--- src/rtl/srs_pkg.sv ---
package srs_pkg;
  typedef enum logic {
    ST_IDLE = 1'b0,
    ST_RUN  = 1'b1
  } srs_state_e;

  function automatic int imax(input int a, input int b);
    return (a > b) ? a : b;
  endfunction
endpackage

--- src/rtl/srs_page_trk.sv ---
module srs_page_trk #(
  parameter int AW = 16,
  parameter int BW = 2,
  parameter int PAGE_WORDS = 4,
  localparam int PB = $clog2(PAGE_WORDS)
) (
  input  logic          clk,
  input  logic          rst,
  input  logic          take,
  input  logic [BW-1:0] req_bank,
  input  logic [AW-1:0] req_addr,
  input  logic          req_seq,
  output logic          hit
);
  logic [AW-PB-1:0] last_page;
  logic [BW-1:0]    last_bank;
  logic             last_vld;

  always_ff @(posedge clk) begin
    if (rst) begin
      last_page <= '0;
      last_bank <= '0;
      last_vld  <= 1'b0;
    end else if (take) begin
      last_page <= req_addr[AW-1:PB];
      last_bank <= req_bank;
      last_vld  <= 1'b1;
    end
  end

  assign hit = req_seq && last_vld && (req_bank == last_bank)
               && (req_addr[AW-1:PB] == last_page);
endmodule

--- src/rtl/srs_bank_cfg.sv ---
module srs_bank_cfg #(
  parameter int NB  = 4,
  parameter int OEW = 4,
  parameter int RDW = 5,
  parameter int PGW = 5,
  parameter int XW  = 8,
  parameter int LW  = 9,
  localparam int BW = $clog2(NB)
) (
  input  logic [BW-1:0]     bank,
  input  logic              page_hit,
  input  logic [NB*OEW-1:0] cfg_oe_dly,
  input  logic [NB*RDW-1:0] cfg_rd_wait,
  input  logic [NB*PGW-1:0] cfg_pg_wait,
  input  logic [NB-1:0]     cfg_ext_en,
  input  logic [XW-1:0]     cfg_ext_wait,
  output logic [LW-1:0]     len,
  output logic [LW-1:0]     dly
);
  logic [OEW-1:0] oe_arr [NB];
  logic [RDW-1:0] rd_arr [NB];
  logic [PGW-1:0] pg_arr [NB];

  for (genvar b = 0; b < NB; b++) begin : g_unpack
    assign oe_arr[b] = cfg_oe_dly[b*OEW +: OEW];
    assign rd_arr[b] = cfg_rd_wait[b*RDW +: RDW];
    assign pg_arr[b] = cfg_pg_wait[b*PGW +: PGW];
  end

  always_comb begin
    if (page_hit)
      len = LW'(pg_arr[bank]) + LW'(1);
    else if (cfg_ext_en[bank])
      len = LW'(cfg_ext_wait) + LW'(1);
    else
      len = LW'(rd_arr[bank]) + LW'(1);
    dly = LW'(oe_arr[bank]);
  end
endmodule

--- src/rtl/static_rd_seq.sv ---
module static_rd_seq
  import srs_pkg::*;
#(
  parameter int NB  = 4,
  parameter int AW  = 16,
  parameter int DW  = 16,
  parameter int OEW = 4,
  parameter int RDW = 5,
  parameter int PGW = 5,
  parameter int XW  = 8,
  parameter int PAGE_WORDS = 4,
  localparam int BW = $clog2(NB)
) (
  input  logic              clk,
  input  logic              rst,
  input  logic              req_valid,
  output logic              req_ready,
  input  logic [BW-1:0]     req_bank,
  input  logic [AW-1:0]     req_addr,
  input  logic              req_seq,
  input  logic [NB*OEW-1:0] cfg_oe_dly,
  input  logic [NB*RDW-1:0] cfg_rd_wait,
  input  logic [NB*PGW-1:0] cfg_pg_wait,
  input  logic [NB-1:0]     cfg_ext_en,
  input  logic [XW-1:0]     cfg_ext_wait,
  output logic              mem_cs_n,
  output logic              mem_oe_n,
  output logic [AW-1:0]     mem_addr,
  input  logic [DW-1:0]     mem_rdata,
  output logic              rd_valid,
  output logic [DW-1:0]     rd_data
);
  localparam int LW = imax(imax(RDW, PGW), imax(XW, OEW)) + 1;

  srs_state_e    state;
  logic [LW-1:0] cnt, len_q, dly_q, len_n, dly_n;
  logic          take, page_hit;

  assign req_ready = (state == ST_IDLE);
  assign take      = req_ready && req_valid;

  srs_page_trk #(.AW(AW), .BW(BW), .PAGE_WORDS(PAGE_WORDS)) u_trk (
    .clk(clk), .rst(rst), .take(take), .req_bank(req_bank),
    .req_addr(req_addr), .req_seq(req_seq), .hit(page_hit)
  );

  srs_bank_cfg #(.NB(NB), .OEW(OEW), .RDW(RDW), .PGW(PGW), .XW(XW), .LW(LW)) u_cfg (
    .bank(req_bank), .page_hit(page_hit), .cfg_oe_dly(cfg_oe_dly),
    .cfg_rd_wait(cfg_rd_wait), .cfg_pg_wait(cfg_pg_wait),
    .cfg_ext_en(cfg_ext_en), .cfg_ext_wait(cfg_ext_wait),
    .len(len_n), .dly(dly_n)
  );

  always_ff @(posedge clk) begin
    if (rst) begin
      state    <= ST_IDLE;
      mem_cs_n <= 1'b1;
      mem_oe_n <= 1'b1;
      mem_addr <= '0;
      rd_valid <= 1'b0;
      rd_data  <= '0;
      cnt      <= '0;
      len_q    <= '0;
      dly_q    <= '0;
    end else begin
      rd_valid <= 1'b0;
      case (state)
        ST_IDLE: begin
          if (req_valid) begin
            state    <= ST_RUN;
            mem_cs_n <= 1'b0;
            mem_oe_n <= (dly_n != '0);
            mem_addr <= req_addr;
            cnt      <= '0;
            len_q    <= len_n;
            dly_q    <= dly_n;
          end
        end
        ST_RUN: begin
          if (cnt == len_q - LW'(1)) begin
            state    <= ST_IDLE;
            mem_cs_n <= 1'b1;
            mem_oe_n <= 1'b1;
            rd_valid <= 1'b1;
            rd_data  <= mem_rdata;
          end else begin
            cnt      <= cnt + LW'(1);
            mem_oe_n <= ((cnt + LW'(1)) < dly_q);
          end
        end
        default: state <= ST_IDLE;
      endcase
    end
  end
endmodule

--- config.mk ---
export PLATFORM = sky130hd
export DESIGN_NAME = static_rd_seq
export DESIGN_NICKNAME = d
export VERILOG_FILES = /design/src/rtl/srs_pkg.sv /design/src/rtl/srs_page_trk.sv /design/src/rtl/srs_bank_cfg.sv /design/src/rtl/static_rd_seq.sv
export SDC_FILE = /design/constraint.sdc
export NUM_CORES = 1
export LEC_CHECK = 0
export ABC_AREA = 1
export BUFFER_PORTS_ARGS = -buffer_cell sky130_fd_sc_hd__clkbuf_2
export CAP_MARGIN = 20
export CORE_MARGIN = 8
export CORE_UTILIZATION = 50
export CTS_CLUSTER_DIAMETER = 100
export CTS_CLUSTER_SIZE = 30
export DETAILED_ROUTE_END_ITERATION = 12
export HOLD_SLACK_MARGIN = 0.06
export PLACE_DENSITY_LB_ADDON = 0.1
export SLEW_MARGIN = 20
export SYNTH_ARGS = -nofsm -noshare
export SYNTH_HDL_FRONTEND = slang
export SYNTH_SLANG_ARGS = --single-unit
export TNS_END_PERCENT = 10
--- constraint.sdc ---
create_clock -name clk -period 2.1 [get_ports clk]
set_input_delay 0 -clock clk [delete_from_list [all_inputs] [get_ports clk]]
set_output_delay 0 -clock clk [all_outputs]
set_load 0.05 [all_outputs]
==> results of run 1 <==
-- state kept, by name (all words and copies together) (netlist names), 2 cells and up --
signal           count
mem_addr             2
u_trk.last_page     14
dly_q                4
cnt                  9
u_trk.last_bank      2
rd_data             16
len_q                9
-- worst paths after layout --
path / start / end / slack (ps) / depth (start not counted)
max: len_q[0]$_SDFFE_PP0P_ / rd_data[8]$_SDFFE_PP0P_ / 120 / 15
min: cfg_oe_dly[11] / dly_q[3]$_SDFFE_PP0P_ / 70 / 4
max reg2reg: len_q[0]$_SDFFE_PP0P_ / rd_data[8]$_SDFFE_PP0P_ / 120 / 15
min reg2reg: rd_data[2]$_SDFFE_PP0P_ / rd_data[2]$_SDFFE_PP0P_ / 450 / 2
-- layout make-up --
class                      count  area, um^2
tap                          102         128
sequential                    61        1220
clock inverter                 6        70.1
inverter                      65         254
timing repair inverter         2        11.3
multi-input combinational    489        2360
timing repair buffer         188        1150
fill                         662        2280
clock buffer                  10         138
-- power groups by stage --
stage                     clock network, W  logic (W)  registers [W]
after global placement                   0   0.000763        0.00128
after global routing               0.00116   0.000971        0.00127
after CTS                          0.00111   0.000837        0.00126
after floorplan                          0   0.000440        0.00137
final                              0.00110   0.000870        0.00126
after detailed placement                 0   0.000780        0.00128
-- per-layer routing --
metal,up-vias,track usage (%),wire (um)
met5,-,0,0
met4,0,7.24,263
met3,28,7.00,878
met2,171,40.1,6480
met1,2179,25.9,5250
li1,2409,-,-
-- worst register-to-register path: stages (launching register included) --
cell	delay, ps
dfxtp_2	330
inv_4	90
ha_4	160
nand2_1	100
nor2_2	170
nand2_1	80
nand2_1	90
nand2_1	60
nand2_1	50
nand2_1	80
nor2_4	200
nand4_1	120
buf_4	190
clkinv_4	70
nand2_1	70
nand2_1	90
-- cell families (layout without fill, tap and decap cells) --
logic type	after synthesis	after routing	share of synthesized area (%)
xor gates and xnor gates	19	19	4.29
DFF	61	61	31.5
and+or+nand+nor	362	363	38.8
AOI/OAI and AO/OA	99	99	13.7
buffers and inverters	87	271	9.04
adders and majority gates	8	8	2.58
-- synthesized netlist by cell type (all sizes together) --
master,count
nand3b,2
buf,12
o21bai,1
o22a,1
ha,8
inv,64
nor2,79
or2,4
o211ai,2
a21oi,39
clkinv,1
dfxtp,61
nand4,13
a32o,4
a31o,1
nand3,54
nor4,2
nand2,204
o21ai,50
nor3,3
and2,1
xor2,10
xnor2,9
o22ai,1
clkbuf,10
-- repair_timing --
action | CTS | global route
gates resized for setup | 0 | 18
hold buffers | 36 | 0
endpoints found under the hold margin | 37 | 0
setup endpoints to repair | 0 | 29
setup buffers | 0 | 1
-- stage by stage --
stage | setup TNS (ps) | setup slack [ps] | hold WS [ps]
2_1_floorplan | 0 | 295 | 110
3_3_place_gp | 0 | 179 | 195
3_5_place_dp | 0 | 81.8 | 196
4_1_cts | 0 | 29.6 | 74.2
5_1_grt | -179 | -21.1 | 103
6_report | 0 | 120 | 73.4
==> flow_metrics.tcl, run 1 <==
set metrics [dict create \
    grt_max_degree 45 \
    yosys.area.top_type "dfxtp_1" \
    synth-seq-area-share_pct 31.5 \
    synth_top_area_share_pct 31.5 \
    slew_viol_final 0 \
    viasPerCell 5.19 \
    post-route-period-util_pct 94.3 \
    cts_sinks 61 \
    vdd_drop_max_mv 0.449 \
    firstDrtPassIters 7 \
    nNetsFinal 930 \
    arrival_ps 2270 \
    grt_pass1_vias 4657 \
    cp.required_ps 2390 \
    crit_top_cell "nand2_1" \
    grt-ovfl-total 0 \
    clkLatencyLatePin_ps 340 \
    ys_seq_elements 61 \
    setup_viol 0 \
    synth_cell_type_count 33 \
    worst-path-max-fanout 6 \
    drv_cap 0 \
    ant_nets 0 \
    cp_slowest_cell "dfxtp_2" \
    layout_commonest_cell "nand2_1" \
    fin_crit_ps 1980 \
    cp_cell_sequence "inv_4 -> ha_4 -> nand2_1 -> nor2_2 -> nand2_1 -> nand2_1 -> nand2_1 -> nand2_1 -> nand2_1 -> nor2_4 -> nand4_1 -> buf_4 -> clkinv_4 -> nand2_1 -> nand2_1" \
    clkTransAtPathRegs_ps 80 \
    drive_above_1_share_pct 23.6 \
    area_delta_synth_final_pct 37.5 \
    initial_core_util_pct 50.9 \
    ios 142 \
    grt.total_usage_pct 22.9 \
    cts_made_buffers 9 \
    synth_fp_nets 750 \
    post_drt_wl_per_cell_um 13.9 \
    skew_ps 11.6 \
    power_switching_share_pct 33.8 \
    place.gp.congestion 0.898 \
    cts_tree "done" \
    dieArea_um2 10800 \
    worstPathBufferInverterCount 3 \
    route.detailed.drc 0 \
    stdcell_area_um2 5330 \
    dpl.cell_count 867 \
    finalHoldViolCount 0 \
    outcome "finished, final reports clean" \
    clkPwrFrac_pct 34.0 \
    cts_max_level 3 \
    routed_wl_mm 12.9 \
    worstMarginPinSlew_ps 497 \
    seqPwrFrac_pct 39.1 \
    p_leak_nw 2.73 \
    internal-power_w 0.00214 \
    die_y_um 104 \
    rows 32 \
    yosysWarnings 0 \
    cts-root-buf "clkbuf_8" \
    comb_power_share_pct 27.0 \
    worstHoldPathType "in2reg" \
    cts_buffer_depth 2 \
    drtIter0Drc 278 \
    maxSlewHeadroom_pct 66.8 \
    hpwl_mm 9.21 \
    grt_antenna_before_repair 0 \
    p_switching_w 0.00109 \
    grt_pass1_wl_mm 21.1 \
    final_core_util_pct 70.0 \
    critPathLaunchType "register" \
    worst_path_largest_cell_delay_ps 330 \
    io_buffers 141 \
    total_power_w 0.00323 \
    final_cells 923 \
    synth_area_leaders "dfxtp_1, nand2_1, nor2_1" \
    pwr_density_cell_nw_per_um2 606 \
    vias 4787 \
    critPathKind "reg2reg" \
    placed_cell_area_um2 4680 \
    path_delay_family "simple AND/OR/NAND/NOR gates" \
    layout_common_cells "nand2_1, clkbuf_2, nor2_1, dfxtp_1, inv_1" \
    timing.fmax_mhz 505 \
    syn_area_um2 3870 \
    fp.dieW_um 104 \
    endpoint_kind "register" \
    core_area_um2 7610 \
    syn_area_per_cell_um2 6.09 \
    syn-instance-count 636 \
    antennaDiodeCount 0 \
]
No activity file was read; power rests on OpenSTA's default activity.
==> run 2, diff against run 1 <==
SETUP_SLACK_MARGIN = 0.5   (was not set)
==> run 2 against run 1 <==
Against the previous run:
- global-route usage is 0.52 points lower
- largest cell class unchanged
- worst hold slack gained 15 ps
- sequential share of layout area increased by 0.32 points
- critical path depth did not move
==> flow_metrics.tcl, run 2 (synthesized netlist as in run 1, its figures left out) <==
set metrics [dict create \
    hpwl_mm 9.01 \
    grt_pass1_wl_mm 20.6 \
    route.detailed.drc 0 \
    nFillCells 657 \
    initial_core_util_pct 50.9 \
    drtIter0Drc 236 \
    routed_wl_mm 12.5 \
    critPathLaunchType "register" \
    final_core_util_pct 69.1 \
    pwr_density_cell_nw_per_um2 580 \
    whs_ps 88.0 \
    reg_top3 "rd_data x16, u_trk.last_page x14" \
    vias 4741 \
    die_y_um 104 \
    cts_buffer_depth 2 \
    grt_pass1_vias 4583 \
    ios 142 \
    final.setup.tns_ps 0 \
    vdd_drop_max_mv 0.810 \
    area_delta_synth_final_pct 35.7 \
    outcome "finished, final reports clean" \
    drv_cap 0 \
    slew_viol_final 0 \
    clkLatencyLatePin_ps 340 \
    core_area_um2 7610 \
    cts_sinks 61 \
    fp.dieW_um 104 \
    nNetsFinal 926 \
    top_register "rd_data" \
    firstDrtPassIters 5 \
    largest_reg_flops 16 \
    p_leak_nw 2.69 \
    arrival_ps 2190 \
    cts_max_level 3 \
    grt-ovfl-total 0 \
    cts_made_buffers 9 \
    setup_viol 0 \
    worstMarginPinSlew_ps 504 \
    viasPerCell 5.16 \
    multiInputGateArea_um2 2340 \
    timing.fmax_mhz 524 \
    layout_commonest_cell "nand2_1" \
    maxSlewHeadroom_pct 66.3 \
    dieArea_um2 10800 \
    grt_antenna_before_repair 0 \
    post-route-period-util_pct 90.8 \
    layout_common_cells "nand2_1, clkbuf_2, nor2_1, dfxtp_1" \
    cts_tree "done" \
    cp.required_ps 2390 \
    grt_max_degree 45 \
    finalHoldViolCount 0 \
    rsz0062_at_grt "yes" \
    regArea_um2 1220 \
    skew_ps 15.2 \
    place.gp.congestion 0.885 \
    ant_nets 0 \
    clkTransAtPathRegs_ps 80 \
    worstHoldPathType "in2reg" \
    worst-path-max-fanout 8 \
    io_buffers 141 \
    rows 32 \
    grt.total_usage_pct 22.4 \
    critPathKind "reg2reg" \
    post_drt_wl_per_cell_um 13.6 \
    fin_crit_ps 1910 \
    antennaDiodeCount 0 \
    cts-root-buf "clkbuf_8" \
    drive_above_1_share_pct 23.6 \
    endpoint_kind "register" \
]
==> run 2: changes by cell type in the layout (fill, tap and decap cells not counted), sizes merged <==
cell,before,now
buf,11,10
dlygate4sd3,36,35
clkinv,7,5
bufinv,1,0
clkbuf,151,150
clkinvlp,0,3
nand2,205,204
==> run 2: timing repair <==
action                     4_1_cts  5_1_grt
gates resized for setup          8        2
buffers inserted                 2        1
hold endpoints to repair        38        0
gates cloned                     1        0
pin swaps                        6        0
setup endpoints to repair       31       38
hold buffers                    35        0
==> run 2: cell type report <==
type	count	share of cell area, %
Timing Repair inverter	1	0.143
Timing Repair Buffer	186	21.6
Multi-Input combinational cell	488	44.5
Inverter	65	4.78
Clock buffer	9	2.36
Sequential cell	61	23.3
Tap cell	102	2.43
Clock inverter	7	0.975
==> run 2: layer usage <==
metal  vias up  global-route usage [%]  share of wire, %
met2       166                    39.5                49
met3        28                    5.20               6.7
met1      2144                    25.4                41
li1       2403                       -                 -
met4         0                    9.00               2.6
met5         -                       0                 0
==> run 2: through the flow <==
step	total power (W)	worst slack, ps	cells	area (um^2)
2_1_floorplan	0.00182	361	636	3890
3_3_place_gp	0.00205	264	864	4670
3_5_place_dp	0.00207	240	864	4670
4_1_cts	0.00305	298	918	5250
5_1_grt	0.00321	6.43	919	5260
6_report	0.00305	193	919	5260
==> run 2: worst max-delay path, cell delays in order (launching register included) <==
cell and delay (ps):
dfxtp_2 360, inv_4 40, ha_4 260, inv_2 30, nand2_1 40, nand2_1 40
nor2_1 100, nand3_1 90, nor2_2 110, nand2_2 70, nor2_4 120, nand4_1 110
buf_6 150, clkinvlp_4 130, nand2_1 100, nand2_1 100
==> run 2: worst paths after layout <==
check | start | to | slack, ps | depth (start not counted)
worst max-delay path | len_q[0]$_SDFFE_PP0P_ | rd_data[10]$_SDFFE_PP0P_ | 190 | 15
worst min-delay path | cfg_oe_dly[9] | dly_q[1]$_SDFFE_PP0P_ | 90 | 4
worst max register to register | len_q[0]$_SDFFE_PP0P_ | rd_data[10]$_SDFFE_PP0P_ | 190 | 15
worst min register to register | rd_data[9]$_SDFFE_PP0P_ | rd_data[9]$_SDFFE_PP0P_ | 450 | 2
==> run 2: power by group <==
part           switching [W]  internal (W)  leakage, nW  total [W]
sequential         0.0000487       0.00121        0.500    0.00126
clock               0.000502      0.000431       0.0856   0.000932
combinational       0.000525      0.000334         2.10   0.000859
total                0.00108       0.00198         2.69    0.00305
==> run 3, diff against run 2 <==
PLACE_DENSITY_LB_ADDON = 0.15   (was 0.1)
==> run 3 against run 2 <==
Against the previous run:
- clock skew up 0.50 ps
- non-clock buffer count up 1
- combinational power up 2%
- critical path depth unchanged
- via count down 0.61%
- cell area up 0.50%
- global-route usage up 0.77 points
- critical endpoint unchanged
==> flow_metrics.tcl, run 3 (synthesized netlist as in run 1, its figures left out) <==
set metrics [dict create \
    outcome "finished, final reports clean" \
    clkTransAtPathRegs_ps 80 \
    cts_max_level 3 \
    multiInputGateArea_um2 2360 \
    grt_pass1_vias 4703 \
    cts_buffer_depth 2 \
    internal-power_w 0.00198 \
    cts_made_buffers 9 \
    grt_max_degree 45 \
    ios 142 \
    worstMarginPinSlew_ps 514 \
    largest_reg_flops 16 \
    arrival_ps 2150 \
    top_register "rd_data" \
    p_switching_w 0.00109 \
    total_power_w 0.00308 \
    ant_nets 0 \
    layout_commonest_cell "nand2_1" \
    pwr_density_cell_nw_per_um2 582 \
    post-route-period-util_pct 88.3 \
    grt-ovfl-total 0 \
    critPathKind "reg2reg" \
    viasPerCell 5.12 \
    reg2reg_depth 15 \
    clkLatencyLatePin_ps 340 \
    slew_viol_final 0 \
    setup_viol 0 \
    grt_pass1_wl_mm 21.4 \
    p_leak_nw 2.69 \
    power_switching_share_pct 35.6 \
    cts_sinks 61 \
    clkPwrFrac_pct 30.5 \
    grt_antenna_before_repair 0 \
    critPathLaunchType "register" \
    hpwl_mm 9.22 \
    seqPwrFrac_pct 41.0 \
    finalHoldViolCount 0 \
    nNetsFinal 927 \
    vias 4712 \
    r2r_start "len_q[1]$_SDFFE_PP0P_" \
    initial_core_util_pct 50.9 \
    fin_crit_ps 1860 \
    comb_power_share_pct 28.5 \
    grt.total_usage_pct 23.2 \
    dieArea_um2 10800 \
    drive_above_1_share_pct 24.1 \
    drtIter0Drc 375 \
    cp.required_ps 2390 \
    critPathLaunch "len_q[1]$_SDFFE_PP0P_" \
    area_delta_synth_final_pct 36.4 \
    worst-path-max-fanout 8 \
    timing.fmax_mhz 539 \
    min_from "cfg_oe_dly[9]" \
    endpoint_kind "register" \
    drv_cap 0 \
    regArea_um2 1220 \
    antennaDiodeCount 0 \
    firstDrtPassIters 5 \
    hold_path_depth 4 \
    io_buffers 141 \
    rows 32 \
    core_area_um2 7610 \
    route.detailed.drc 0 \
    whs_ps 94.5 \
    cts_tree "done" \
    nFillCells 641 \
    r2r_slack_ps 240 \
    layout_common_cells "nand2_1, clkbuf_2, nor2_1, dfxtp_1, inv_1" \
    skew_ps 15.7 \
    final.setup.tns_ps 0 \
    place.gp.congestion 0.882 \
    maxSlewHeadroom_pct 65.7 \
    cts-root-buf "clkbuf_8" \
    rsz0062_at_grt "yes" \
    vdd_drop_max_mv 0.684 \
    die_y_um 104 \
    post_drt_wl_per_cell_um 13.9 \
    reg_top3 "rd_data x16, u_trk.last_page x14" \
    fp.dieW_um 104 \
    worstHoldPathType "in2reg" \
    routed_wl_mm 12.8 \
]
-- run 3: cell types whose count changed in the layout (fill, tap and decap cells not counted), sizes merged --
cell	change
buf	+1
clkinv	-1
clkinvlp	+1
-- run 3: layer usage --
metal  GRT usage, %  vias to the layer above  share of wire (%)
li1               -                     2408                  -
met1           26.8                     2103                 42
met2           40.5                      170                 49
met4           7.65                        0                2.2
met5              0                        -                  0
met3           5.95                       31                7.1
-- run 3: through the flow --
stage | area, um^2 | std cells | util, % | setup WS [ps]
after global routing | 5290 | 920 | 69.5 | 75.8
after detailed placement | 4680 | 865 | 61.5 | 223
after floorplan | 3890 | 636 | - | 361
final | 5290 | 920 | 69.5 | 245
after CTS | 5280 | 919 | 69.3 | 328
after global placement | 4680 | 865 | 61.5 | 269
-- run 3: final cells by class --
type	count	area share, %
multi-input combinational	488	44.6
inverter	65	4.76
clock inverter	7	0.947
clock buffer	9	2.34
timing repair buffer	187	21.6
tap	102	2.41
sequential	61	23.2
timing repair inverter	1	0.142
-- run 3: final timing paths --
kind,endpoint
worst max-delay path,rd_data[10]$_SDFFE_PP0P_
worst min register to register,rd_data[7]$_SDFFE_PP0P_
worst min-delay path,dly_q[1]$_SDFFE_PP0P_
worst max register to register,rd_data[10]$_SDFFE_PP0P_
-- run 3: worst max-delay path, cell delays in order (launching register included) --
cell	delay, ps
dfxtp_2	340
inv_2	50
ha_4	260
inv_2	20
nand2_1	40
nand2_1	40
nor2_1	90
nand3_1	70
nor2_1	80
nand2_1	80
nor2_4	140
nand4_1	140
buf_6	160
clkinvlp_4	130
nand2_1	90
nand2_1	70
-- run 3: power groups by stage --
stage / clock [W] / sequential (W) / combinational [W]
after floorplan: 0 / 0.00137 / 0.000447
after global placement: 0 / 0.00128 / 0.000771
final: 0.000939 / 0.00126 / 0.000877
after global routing: 0.000997 / 0.00127 / 0.000975
after CTS: 0.000953 / 0.00126 / 0.000863
after detailed placement: 0 / 0.00128 / 0.000785
-- run 3: timing repair --
action | 4_1_cts | 5_1_grt
pin swaps | 12 | 3
hold buffers | 35 | 0
gates cloned | 1 | 0
endpoints found under the setup margin | 32 | 37
buffers inserted | 2 | 1
hold endpoints to repair | 38 | 0
resized for setup | 14 | 1
